**src/rtl/eint_pkg.sv**
```systemverilog
package eint_pkg;

    typedef enum logic [1:0] {
        CH_IDLE   = 2'd0,
        CH_SETTLE = 2'd1,
        CH_LIVE   = 2'd2
    } ch_state_e;

    localparam int ADDR_W = 8;
    localparam int DATA_W = 32;

    localparam logic [ADDR_W-1:0] OFS_LEVEL     = 8'h00;
    localparam logic [ADDR_W-1:0] OFS_SAMPLE_EN = 8'h04;
    localparam logic [ADDR_W-1:0] OFS_POLARITY  = 8'h14;
    localparam logic [ADDR_W-1:0] OFS_IRQ_EN    = 8'h18;
    localparam logic [ADDR_W-1:0] OFS_RAW       = 8'h1C;
    localparam logic [ADDR_W-1:0] OFS_MASKED    = 8'h20;
    localparam logic [ADDR_W-1:0] OFS_CLEAR     = 8'h24;
    localparam logic [ADDR_W-1:0] OFS_TRIG      = 8'h28;

endpackage

```
**src/rtl/eint_sync.sv**
```systemverilog
module eint_sync #(
    parameter int W = 16
) (
    input  logic         clk,
    input  logic         rst_n,
    input  logic [W-1:0] async_i,
    output logic [W-1:0] sync_o
);
    logic [W-1:0] meta_q, sync_q;

    always_ff @(posedge clk or negedge rst_n) begin
        if (!rst_n) begin
            meta_q <= '0;
            sync_q <= '0;
        end else begin
            meta_q <= async_i;
            sync_q <= meta_q;
        end
    end

    assign sync_o = sync_q;
endmodule

```
**src/rtl/eint_prescaler.sv**
```systemverilog
module eint_prescaler #(
    parameter int DIV = 1000
) (
    input  logic clk,
    input  logic rst_n,
    output logic tick_o
);
    localparam int CW = (DIV > 1) ? $clog2(DIV) : 1;
    localparam logic [CW-1:0] LAST = CW'(DIV - 1);

    logic [CW-1:0] cnt_q;

    always_ff @(posedge clk or negedge rst_n) begin
        if (!rst_n) begin
            cnt_q <= '0;
        end else if (cnt_q == LAST) begin
            cnt_q <= '0;
        end else begin
            cnt_q <= cnt_q + 1'b1;
        end
    end

    assign tick_o = (cnt_q == LAST);
endmodule

```
**src/rtl/eint_channel.sv**
```systemverilog
module eint_channel
    import eint_pkg::*;
#(
    parameter int DBW = 12
) (
    input  logic           clk,
    input  logic           rst_n,
    input  logic           tick_i,
    input  logic           level_i,
    input  logic           pol_i,
    input  logic           trig_i,
    input  logic           clr_i,
    input  logic [DBW-1:0] len_i,
    output logic           raw_o
);
    ch_state_e      state_q, state_d;
    logic           db_q, db_d;
    logic [DBW-1:0] cnt_q, cnt_d;
    logic           raw_q, raw_d;
    logic           len_zero;
    logic           window_done;

    assign len_zero    = (len_i == '0);
    assign window_done = ({1'b0, cnt_q} + 1'b1) >= {1'b0, len_i};

    // State register
    always_ff @(posedge clk or negedge rst_n) begin
        if (!rst_n) begin
            state_q <= CH_IDLE;
            db_q    <= 1'b0;
            cnt_q   <= '0;
            raw_q   <= 1'b0;
        end else begin
            state_q <= state_d;
            db_q    <= db_d;
            cnt_q   <= cnt_d;
            raw_q   <= raw_d;
        end
    end

    // Next state
    always_comb begin
        state_d = state_q;
        db_d    = db_q;
        cnt_d   = cnt_q;
        unique case (state_q)
            CH_IDLE: begin
                if (trig_i) begin
                    db_d    = level_i;
                    cnt_d   = '0;
                    state_d = len_zero ? CH_LIVE : CH_SETTLE;
                end
            end
            CH_SETTLE: begin
                if (trig_i || (level_i != db_q)) begin
                    db_d    = level_i;
                    cnt_d   = '0;
                    state_d = len_zero ? CH_LIVE : CH_SETTLE;
                end else if (len_zero) begin
                    state_d = CH_LIVE;
                end else if (tick_i) begin
                    if (window_done) begin
                        state_d = CH_LIVE;
                    end else begin
                        cnt_d = cnt_q + 1'b1;
                    end
                end
            end
            CH_LIVE: begin
                if (trig_i || (level_i != db_q)) begin
                    db_d    = level_i;
                    cnt_d   = '0;
                    state_d = len_zero ? CH_LIVE : CH_SETTLE;
                end
            end
            default: state_d = CH_IDLE;
        endcase
    end

    // Outputs: sticky status, clear has priority for one cycle
    always_comb begin
        if (clr_i) begin
            raw_d = 1'b0;
        end else begin
            raw_d = raw_q | ((state_q == CH_LIVE) && (db_q == pol_i));
        end
    end

    assign raw_o = raw_q;
endmodule

```
**src/rtl/eint_ctrl.sv**
```systemverilog
module eint_ctrl
    import eint_pkg::*;
#(
    parameter int NCH      = 16,
    parameter int DBW      = 12,
    parameter int TICK_DIV = 1000
) (
    input  logic              clk,
    input  logic              rst_n,
    input  logic [NCH-1:0]    pin_i,
    input  logic              reg_valid,
    input  logic              reg_write,
    input  logic [ADDR_W-1:0] reg_addr,
    input  logic [DATA_W-1:0] reg_wdata,
    output logic [DATA_W-1:0] reg_rdata,
    output logic              irq_o
);
    logic [NCH-1:0]    sync_vec, level_vec;
    logic [NCH-1:0]    sample_en_q, pol_q, ie_q;
    logic [NCH-1:0]    raw_stat, masked_stat;
    logic [NCH-1:0]    clr_pulse, trig_pulse;
    logic [DATA_W-1:0] dbnc_q [NCH];
    logic [DATA_W-1:0] rd_mux, rdata_q;
    logic              wr_en, rd_en, dbnc_hit, tick;
    logic [3:0]        dbnc_idx;

    assign wr_en    = reg_valid && reg_write;
    assign rd_en    = reg_valid && !reg_write;
    assign dbnc_hit = (reg_addr[7:6] == 2'b01) && (reg_addr[1:0] == 2'b00);
    assign dbnc_idx = reg_addr[5:2];

    assign clr_pulse  = (wr_en && reg_addr == OFS_CLEAR) ? reg_wdata[NCH-1:0] : '0;
    assign trig_pulse = (wr_en && reg_addr == OFS_TRIG)  ? reg_wdata[NCH-1:0] : '0;

    eint_sync #(.W(NCH)) u_sync (
        .clk    (clk),
        .rst_n  (rst_n),
        .async_i(pin_i),
        .sync_o (sync_vec)
    );

    eint_prescaler #(.DIV(TICK_DIV)) u_presc (
        .clk   (clk),
        .rst_n (rst_n),
        .tick_o(tick)
    );

    assign level_vec = sync_vec & sample_en_q;

    for (genvar g = 0; g < NCH; g++) begin : g_ch
        eint_channel #(.DBW(DBW)) u_ch (
            .clk    (clk),
            .rst_n  (rst_n),
            .tick_i (tick),
            .level_i(level_vec[g]),
            .pol_i  (pol_q[g]),
            .trig_i (trig_pulse[g]),
            .clr_i  (clr_pulse[g]),
            .len_i  (dbnc_q[g][DBW-1:0]),
            .raw_o  (raw_stat[g])
        );
    end

    // Configuration registers
    always_ff @(posedge clk or negedge rst_n) begin
        if (!rst_n) begin
            sample_en_q <= '0;
            pol_q       <= '0;
            ie_q        <= '0;
            for (int i = 0; i < NCH; i++) dbnc_q[i] <= '0;
        end else if (wr_en) begin
            if (reg_addr == OFS_SAMPLE_EN) sample_en_q <= reg_wdata[NCH-1:0];
            if (reg_addr == OFS_POLARITY)  pol_q       <= reg_wdata[NCH-1:0];
            if (reg_addr == OFS_IRQ_EN)    ie_q        <= reg_wdata[NCH-1:0];
            for (int i = 0; i < NCH; i++) begin
                if (dbnc_hit && dbnc_idx == 4'(i)) dbnc_q[i] <= reg_wdata;
            end
        end
    end

    assign masked_stat = raw_stat & ie_q;
    assign irq_o       = |masked_stat;

    // Read path
    always_comb begin
        rd_mux = '0;
        case (reg_addr)
            OFS_LEVEL:     rd_mux[NCH-1:0] = level_vec;
            OFS_SAMPLE_EN: rd_mux[NCH-1:0] = sample_en_q;
            OFS_POLARITY:  rd_mux[NCH-1:0] = pol_q;
            OFS_IRQ_EN:    rd_mux[NCH-1:0] = ie_q;
            OFS_RAW:       rd_mux[NCH-1:0] = raw_stat;
            OFS_MASKED:    rd_mux[NCH-1:0] = masked_stat;
            default: begin
                for (int i = 0; i < NCH; i++) begin
                    if (dbnc_hit && dbnc_idx == 4'(i)) rd_mux = dbnc_q[i];
                end
            end
        endcase
    end

    always_ff @(posedge clk or negedge rst_n) begin
        if (!rst_n) begin
            rdata_q <= '0;
        end else if (rd_en) begin
            rdata_q <= rd_mux;
        end
    end

    assign reg_rdata = rdata_q;
endmodule

```
**config.mk**
```make
export PLATFORM = sky130hd
export DESIGN_NAME = eint_ctrl
export DESIGN_NICKNAME = d
export VERILOG_FILES = /design/src/rtl/eint_pkg.sv /design/src/rtl/eint_sync.sv /design/src/rtl/eint_prescaler.sv /design/src/rtl/eint_channel.sv /design/src/rtl/eint_ctrl.sv
export SDC_FILE = /design/constraint.sdc
export NUM_CORES = 2
export LEC_CHECK = 0
export BUFFER_PORTS_ARGS = -buffer_cell sky130_fd_sc_hd__buf_2
export CAP_MARGIN = 20
export CORE_MARGIN = 2
export CORE_UTILIZATION = 30
export DETAILED_ROUTE_END_ITERATION = 6
export GPL_TIMING_DRIVEN = 1
export PLACE_DENSITY = 0.48
export SETUP_SLACK_MARGIN = 0.4
export SLEW_MARGIN = 15
export SYNTH_ARGS = -nofsm -noshare
export SYNTH_HDL_FRONTEND = slang
export SYNTH_SLANG_ARGS = --single-unit
```
**constraint.sdc**
```tcl
create_clock -name clk -period 5.7 [get_ports clk]
set_input_delay 0.855 -clock clk [delete_from_list [all_inputs] [get_ports clk]]
set_output_delay 0.855 -clock clk [all_outputs]
set_load 0.1 [all_outputs]
```
* Word level (Yosys, flattened, before mapping) *
Index checks and enable logic that the tools add are counted.

word-level totals
  bits in registers = 890
  latch bits = 0
  memories = 0
  bits of input ports = 60
  word-level logic and storage cells = 901
  bits in writable memories = 0
  memory bits (read-only) = 0

cells by class
  magnitude comparators = 16
  muxes and demuxes = 325
  eq/ne operators = 216
  shift-type cells = 0
  multipliers = 0
  reductions and logical operators = 206
  $add $sub $neg = 33
  bitwise gates (word level) = 18
  div/mod/pow operators = 0

operator list
  kind                   number
  $mux 12                96
  $pmux 12 s3            16
  $mux 32                16
  $mux 2                 112
  $add 12x1->13 const B  16
  $ge 13x12->1           16
  $add 12x1->12 const B  16
  $logic_not 12->1       16
  $ne 3x3->1 const B     32
  $pmux 16 s6            1
  $pmux 2 s3             16
  $reduce_and 6->1       16
  $ne 4x1->1 const B     17
  $ne 2x1->1 const B     32
  $reduce_and 4->1       16
  $ne 4x2->1 const B     15
  $mux 1                 48
  $mux 16                3
  $reduce_and 3->1       16
  $reduce_bool 3->1      16
  $ne 3x2->1 const B     15
  $reduce_and 2->1       19
  $logic_and 1x1->1      37
  $eq 2x1->1 const B     17
  27 further kinds       194

* Longest topological paths before layout *
  word-level depth = 20
  gate-level depth with buffers = 18

* Hierarchy *
From an unflattened synthesis, not the netlist that was laid out.

second synthesis, totals
  cell total of the unflattened synthesis = 4984
  area total of the unflattened synthesis = 53701.5 um^2

modules (own cells, without submodules)
  module                             cells an instance  area an instance (um^2)  instances  sequential area each (um^2)
  eint_ctrl                          2271               28402.2                  1          14814.2
  eint_channel at g_ch[13].u_ch ...  170                1471.4                   7          400.4
  eint_channel at g_ch[0].u_ch ...   162                1556.5                   6          400.4
  eint_channel at g_ch[5].u_ch       165                1547.7                   1          400.4
  eint_channel at g_ch[9].u_ch       157                1417.6                   1          400.4
  eint_channel at g_ch[8].u_ch       153                1400.1                   1          400.4
  eint_sync                          32                 800.8                    1          800.8
  eint_prescaler                     44                 494.2                    1          250.2

* Worst setup path before layout *
Ideal clock, no wire load.

  kind = register to register
  start = register g_ch[8].u_ch.cnt_q[0]
  end = register g_ch[8].u_ch.cnt_q[3]
  data arrival time = 3.608 ns
  library setup time = 0.069 ns
  cell stages (with the launch flop) = 17
  path slack = 2.023 ns
  path through = dfrtp_1 ha_1 nand3_1 or2_1 clkbuf_1 or3_1 clkbuf_1 nor2_1 xor2_1 ha_1 a21o_1 a21oi_1 o311ai_0 or4_1 buf_2 or4_1 nand3_1

on the way
  word-level cells in the longest chain between the ends = 6
  elaborated cells on any way between the ends = 10

RTL lines
  what                                                   line                text
  start: declaration                                     eint_channel.sv:18  logic [DBW-1:0] cnt_q, cnt_d;
  start signal: assignment                               eint_channel.sv:36  cnt_q <= cnt_d;
  branches (longest 6 deep; another with $add 12x1->13)  -

Several ways; the timed one is not identified. The select of a mux whose other input is x is not followed.
A chain may end at the register's enable or synchronous reset.

* Final worst setup path *
  start = register g_ch[0].u_ch.cnt_q[2]
  end = register g_ch[0].u_ch.cnt_q[8]

on the way
  word-level cells in the longest chain between the ends = 6
  elaborated cells on any way between the ends = 10

RTL lines
  what                                                   line
  start: declaration                                     eint_channel.sv:18
  start signal: assignment                               eint_channel.sv:36
  branches (longest 6 deep; another with $add 12x1->13)  -

Several ways; the timed one is not identified. The select of a mux whose other input is x is not followed.

==> results_dict.tcl <==
set metrics [dict create \
    clock_skew_ns 0.0492 \
    reg2reg_depth 13 \
    yosysSeqAreaShare_pct 44.5 \
    post_cts_buffers 0 \
    peakVddDrop_mv 0.245 \
    path_cells "nand3_1 > or3_1 > nor2_1 > and3_1 > nand2b_1 > nand2_1 > ha_1 > o21ai_0 > nor2_1 > nor4b_1 > nand4_1 > or2_0 > o31ai_1" \
    floorplan.initialDensity_pct 30.3 \
    antenna_found_initial 13 \
    dp_hpwl_microns 121000 \
    grt_overflow 0 \
    grt_pass1_wl_microns 260000 \
    worstMarginPinSlew_ns 1.11 \
    leakage_nw 26.4 \
    placedCellCount 7131 \
    synthAdderAreaFrac_pct 6.83 \
    clockBufferDepth 3 \
    gp_congestion 0.930 \
    hold_path_class "in -> async" \
    status "completed" \
    die_h_microns 412 \
    rsz0062_at_grt "no" \
    fin_ws_ns 1.53 \
    synth_compound_area_share_pct 16.5 \
    antenna_left 0 \
    hold_buffers 0 \
    num_vias 40000 \
    place_area_sq_um 53200 \
    synthFlopType "dfrtp_1" \
    final_cells 7330 \
    cp.arrival_ns 4.80 \
    period_needed_ns 4.17 \
    fmax_mhz 240 \
    rows 149 \
    grt.total_usage_pct 20.1 \
    wl_microns 173000 \
    dr.first_iter.drc_count 3770 \
    synthArstFlopShare_pct 100 \
    path_common_cell "nor2_1" \
    cp_max_fo 13 \
    synth-simple-area-share_pct 13.0 \
    io_pins 93 \
    timing.final.crit_share_pct 73.1 \
    setup_tns_ns 0 \
    r2r_end "g_ch[0].u_ch.cnt_q[8]$_DFFE_PN0P_" \
    die-area_sq_um 170000 \
    first_global_vias 39300 \
    area_delta_synth_final_pct 13.6 \
    numPortBuffers 92 \
    ff2ff_setup_slack_ns 1.53 \
    cts_sinks 890 \
    ys_ff_latch 890 \
    required_ns 6.33 \
    yosysUniqueCellTypes 90 \
    cts_tree "built" \
    dieWidth_microns 412 \
    grt_max_degree 144 \
    cpMaxStageDelayCell "nor4b_1" \
    slowest_delay_ns 0.63 \
    h-tree-depth 3 \
    synth-xor-area-share_pct 3.22 \
    avgRoutedWirePerCell_microns 23.6 \
    avgSynthCellArea_sq_um 9.96 \
    yosysWarningCount 0 \
    p_total_mw 17.2 \
    synth_top_family_by_area "compound AO/OA/AOI/OAI gates" \
    drv_cap 0 \
    num-nets-final 5386 \
    rr_startpoint "g_ch[0].u_ch.cnt_q[2]$_DFFE_PN0P_" \
    cts_buffers 109 \
    finalSetupViolations 0 \
    slew_viol_final 0 \
    design_area_sq_um 56800 \
    cts_resized 0 \
    core_sq_um 165000 \
    worstSkewPairLatency_ns 0.76 \
    timing_worst_setup_path_type "reg -> reg" \
    start_kind "flip-flop" \
    viasPerCell 5.46 \
    syn_inst 5022 \
    clk_pin_slew_ns 0.06 \
    place_ws_ns 1.23 \
    cp-end-kind "flip-flop" \
    max-slew-margin-rel_pct 25.8 \
    synth_mux_area_share_pct 11.8 \
    drtPass1Iterations 6 \
    synth_edf_count 0 \
    path_buf_inv 0 \
    powerDensity_nw_per_um2 302 \
    drive_gt1_share_pct 17.4 \
    drc 0 \
    syn_area_sq_um 50000 \
    finalHoldViolCount 0 \
    root_buffer "clkbuf_16" \
    cpLargestDelayFamily "simple AND/OR/NAND/NOR gates" \
    syn_nets 5355 \
]
-- placed cells by master, fill, tap and decap left out, types with 45 or more instances in the layout --
cell and n:
a21o_1 51, a21oi_1 222, a22oi_1 55, a31oi_1 45, and3_1 72, buf_2 89, buf_4 84, clkbuf_16 111
dfrtp_1 890, ha_1 273, inv_1 270, mux2_2 469, mux2i_1 60, nand2_1 474, nand3_1 221, nand4_1 46
nor2_1 184, nor4_1 56, o211ai_1 90, o21ai_0 382, o22ai_1 60, o31ai_1 70, xnor2_1 126, xor2_1 58
-- power by group --
group	switching, mW	internal [mW]	leakage (nW)
clock network	2.92	4.24	1.78
registers	0.289	6.60	11.4
logic	2.14	0.978	13.3
total	5.36	11.8	26.4
-- synthesized netlist by cell type, drive strengths merged, types with 70 or more instances --
| master | n | share of area (%) |
|---|---|---|
| nor2 | 198 | 1.5 |
| a21oi | 224 | 2.3 |
| o211ai | 90 | 1.4 |
| o21ai | 399 | 4.0 |
| xnor2 | 126 | 2.2 |
| nand3 | 223 | 2.2 |
| inv | 271 | 2.0 |
| mux2 | 471 | 11 |
| clkbuf | 222 | 1.7 |
| ha | 273 | 6.8 |
| dfrtp | 890 | 45 |
| and3 | 72 | 0.90 |
| o31ai | 70 | 1.1 |
| nand2 | 477 | 3.6 |
-- stage by stage --
stage               hold WS [ns]  util [%]
global route               0.187      34.4
detailed placement         0.335      32.2
floorplan                  0.331         -
global placement           0.335      32.2
CTS                        0.151      34.4
finish                     0.169      34.4
-- cell type report --
| type | instances | area (sq um) |
|---|---|---|
| fill | 16800 | 109000 |
| multi-input combinational | 3594 | 25800 |
| sequential | 890 | 22300 |
| clock buffer | 163 | 3180 |
| tap | 2189 | 2740 |
| timing repair buffer | 187 | 1330 |
| inverter | 271 | 1020 |
| clock inverter | 34 | 440 |
| antenna | 2 | 5.00 |
-- flip-flops by register name (all words and copies together), names as in the netlist, 32 cells and up --
signal and flops:
dbnc_q 512, g_ch.u_ch.cnt_q 192, g_ch.u_ch.state_q 32, reg_rdata 32
-- routing by layer --
metal / wire [microns] / GRT usage (%) / up-vias
met4: 6500 / 7.26 / 6
met3: 10800 / 3.32 / 319
met1: 80000 / 28.7 / 20100
li1: - / - / 18400
met2: 75500 / 30.6 / 1213
met5: 32 / 0 / -
-- cells by family (layout without fill, tap and decap cells) --
logic type,after synthesis,in the layout
simple gates,1331,1331
compound gates,1275,1275
flops,890,890
buf+inv,538,655
mux,531,531
fa+ha+maj,273,273
xor+xnor,184,184
other cells,0,2
-- how the worst max path moves through the flow --
stage | slack, ns | startpoint | cells after the start | end
floorplan | 2.02 | g_ch[8].u_ch.cnt_q[0]$_DFFE_PN0P_ | 16 | g_ch[8].u_ch.cnt_q[3]$_DFFE_PN0P_
global placement | 0.94 | reg_addr[3] | 9 | g_ch[12].u_ch.cnt_q[4]$_DFFE_PN0P_
detailed placement | 1.23 | reg_addr[3] | 10 | g_ch[12].u_ch.cnt_q[4]$_DFFE_PN0P_
CTS | 1.54 | g_ch[8].u_ch.cnt_q[0]$_DFFE_PN0P_ | 13 | g_ch[8].u_ch.cnt_q[3]$_DFFE_PN0P_
global route | 1.06 | g_ch[9].u_ch.cnt_q[2]$_DFFE_PN0P_ | 14 | g_ch[9].u_ch.cnt_q[0]$_DFFE_PN0P_
finish | 1.53 | g_ch[0].u_ch.cnt_q[2]$_DFFE_PN0P_ | 13 | g_ch[0].u_ch.cnt_q[8]$_DFFE_PN0P_
-- worst register-to-register path: stages, from the launching register on --
cell and delay [ns]:
dfrtp_1 0.44, nand3_1 0.12, or3_1 0.46, nor2_1 0.26, and3_1 0.21, nand2b_1 0.12
nand2_1 0.07, ha_1 0.29, o21ai_0 0.08, nor2_1 0.06, nor4b_1 0.63, nand4_1 0.61
or2_0 0.51, o31ai_1 0.23
No activity file was read; power rests on OpenSTA's default activity.
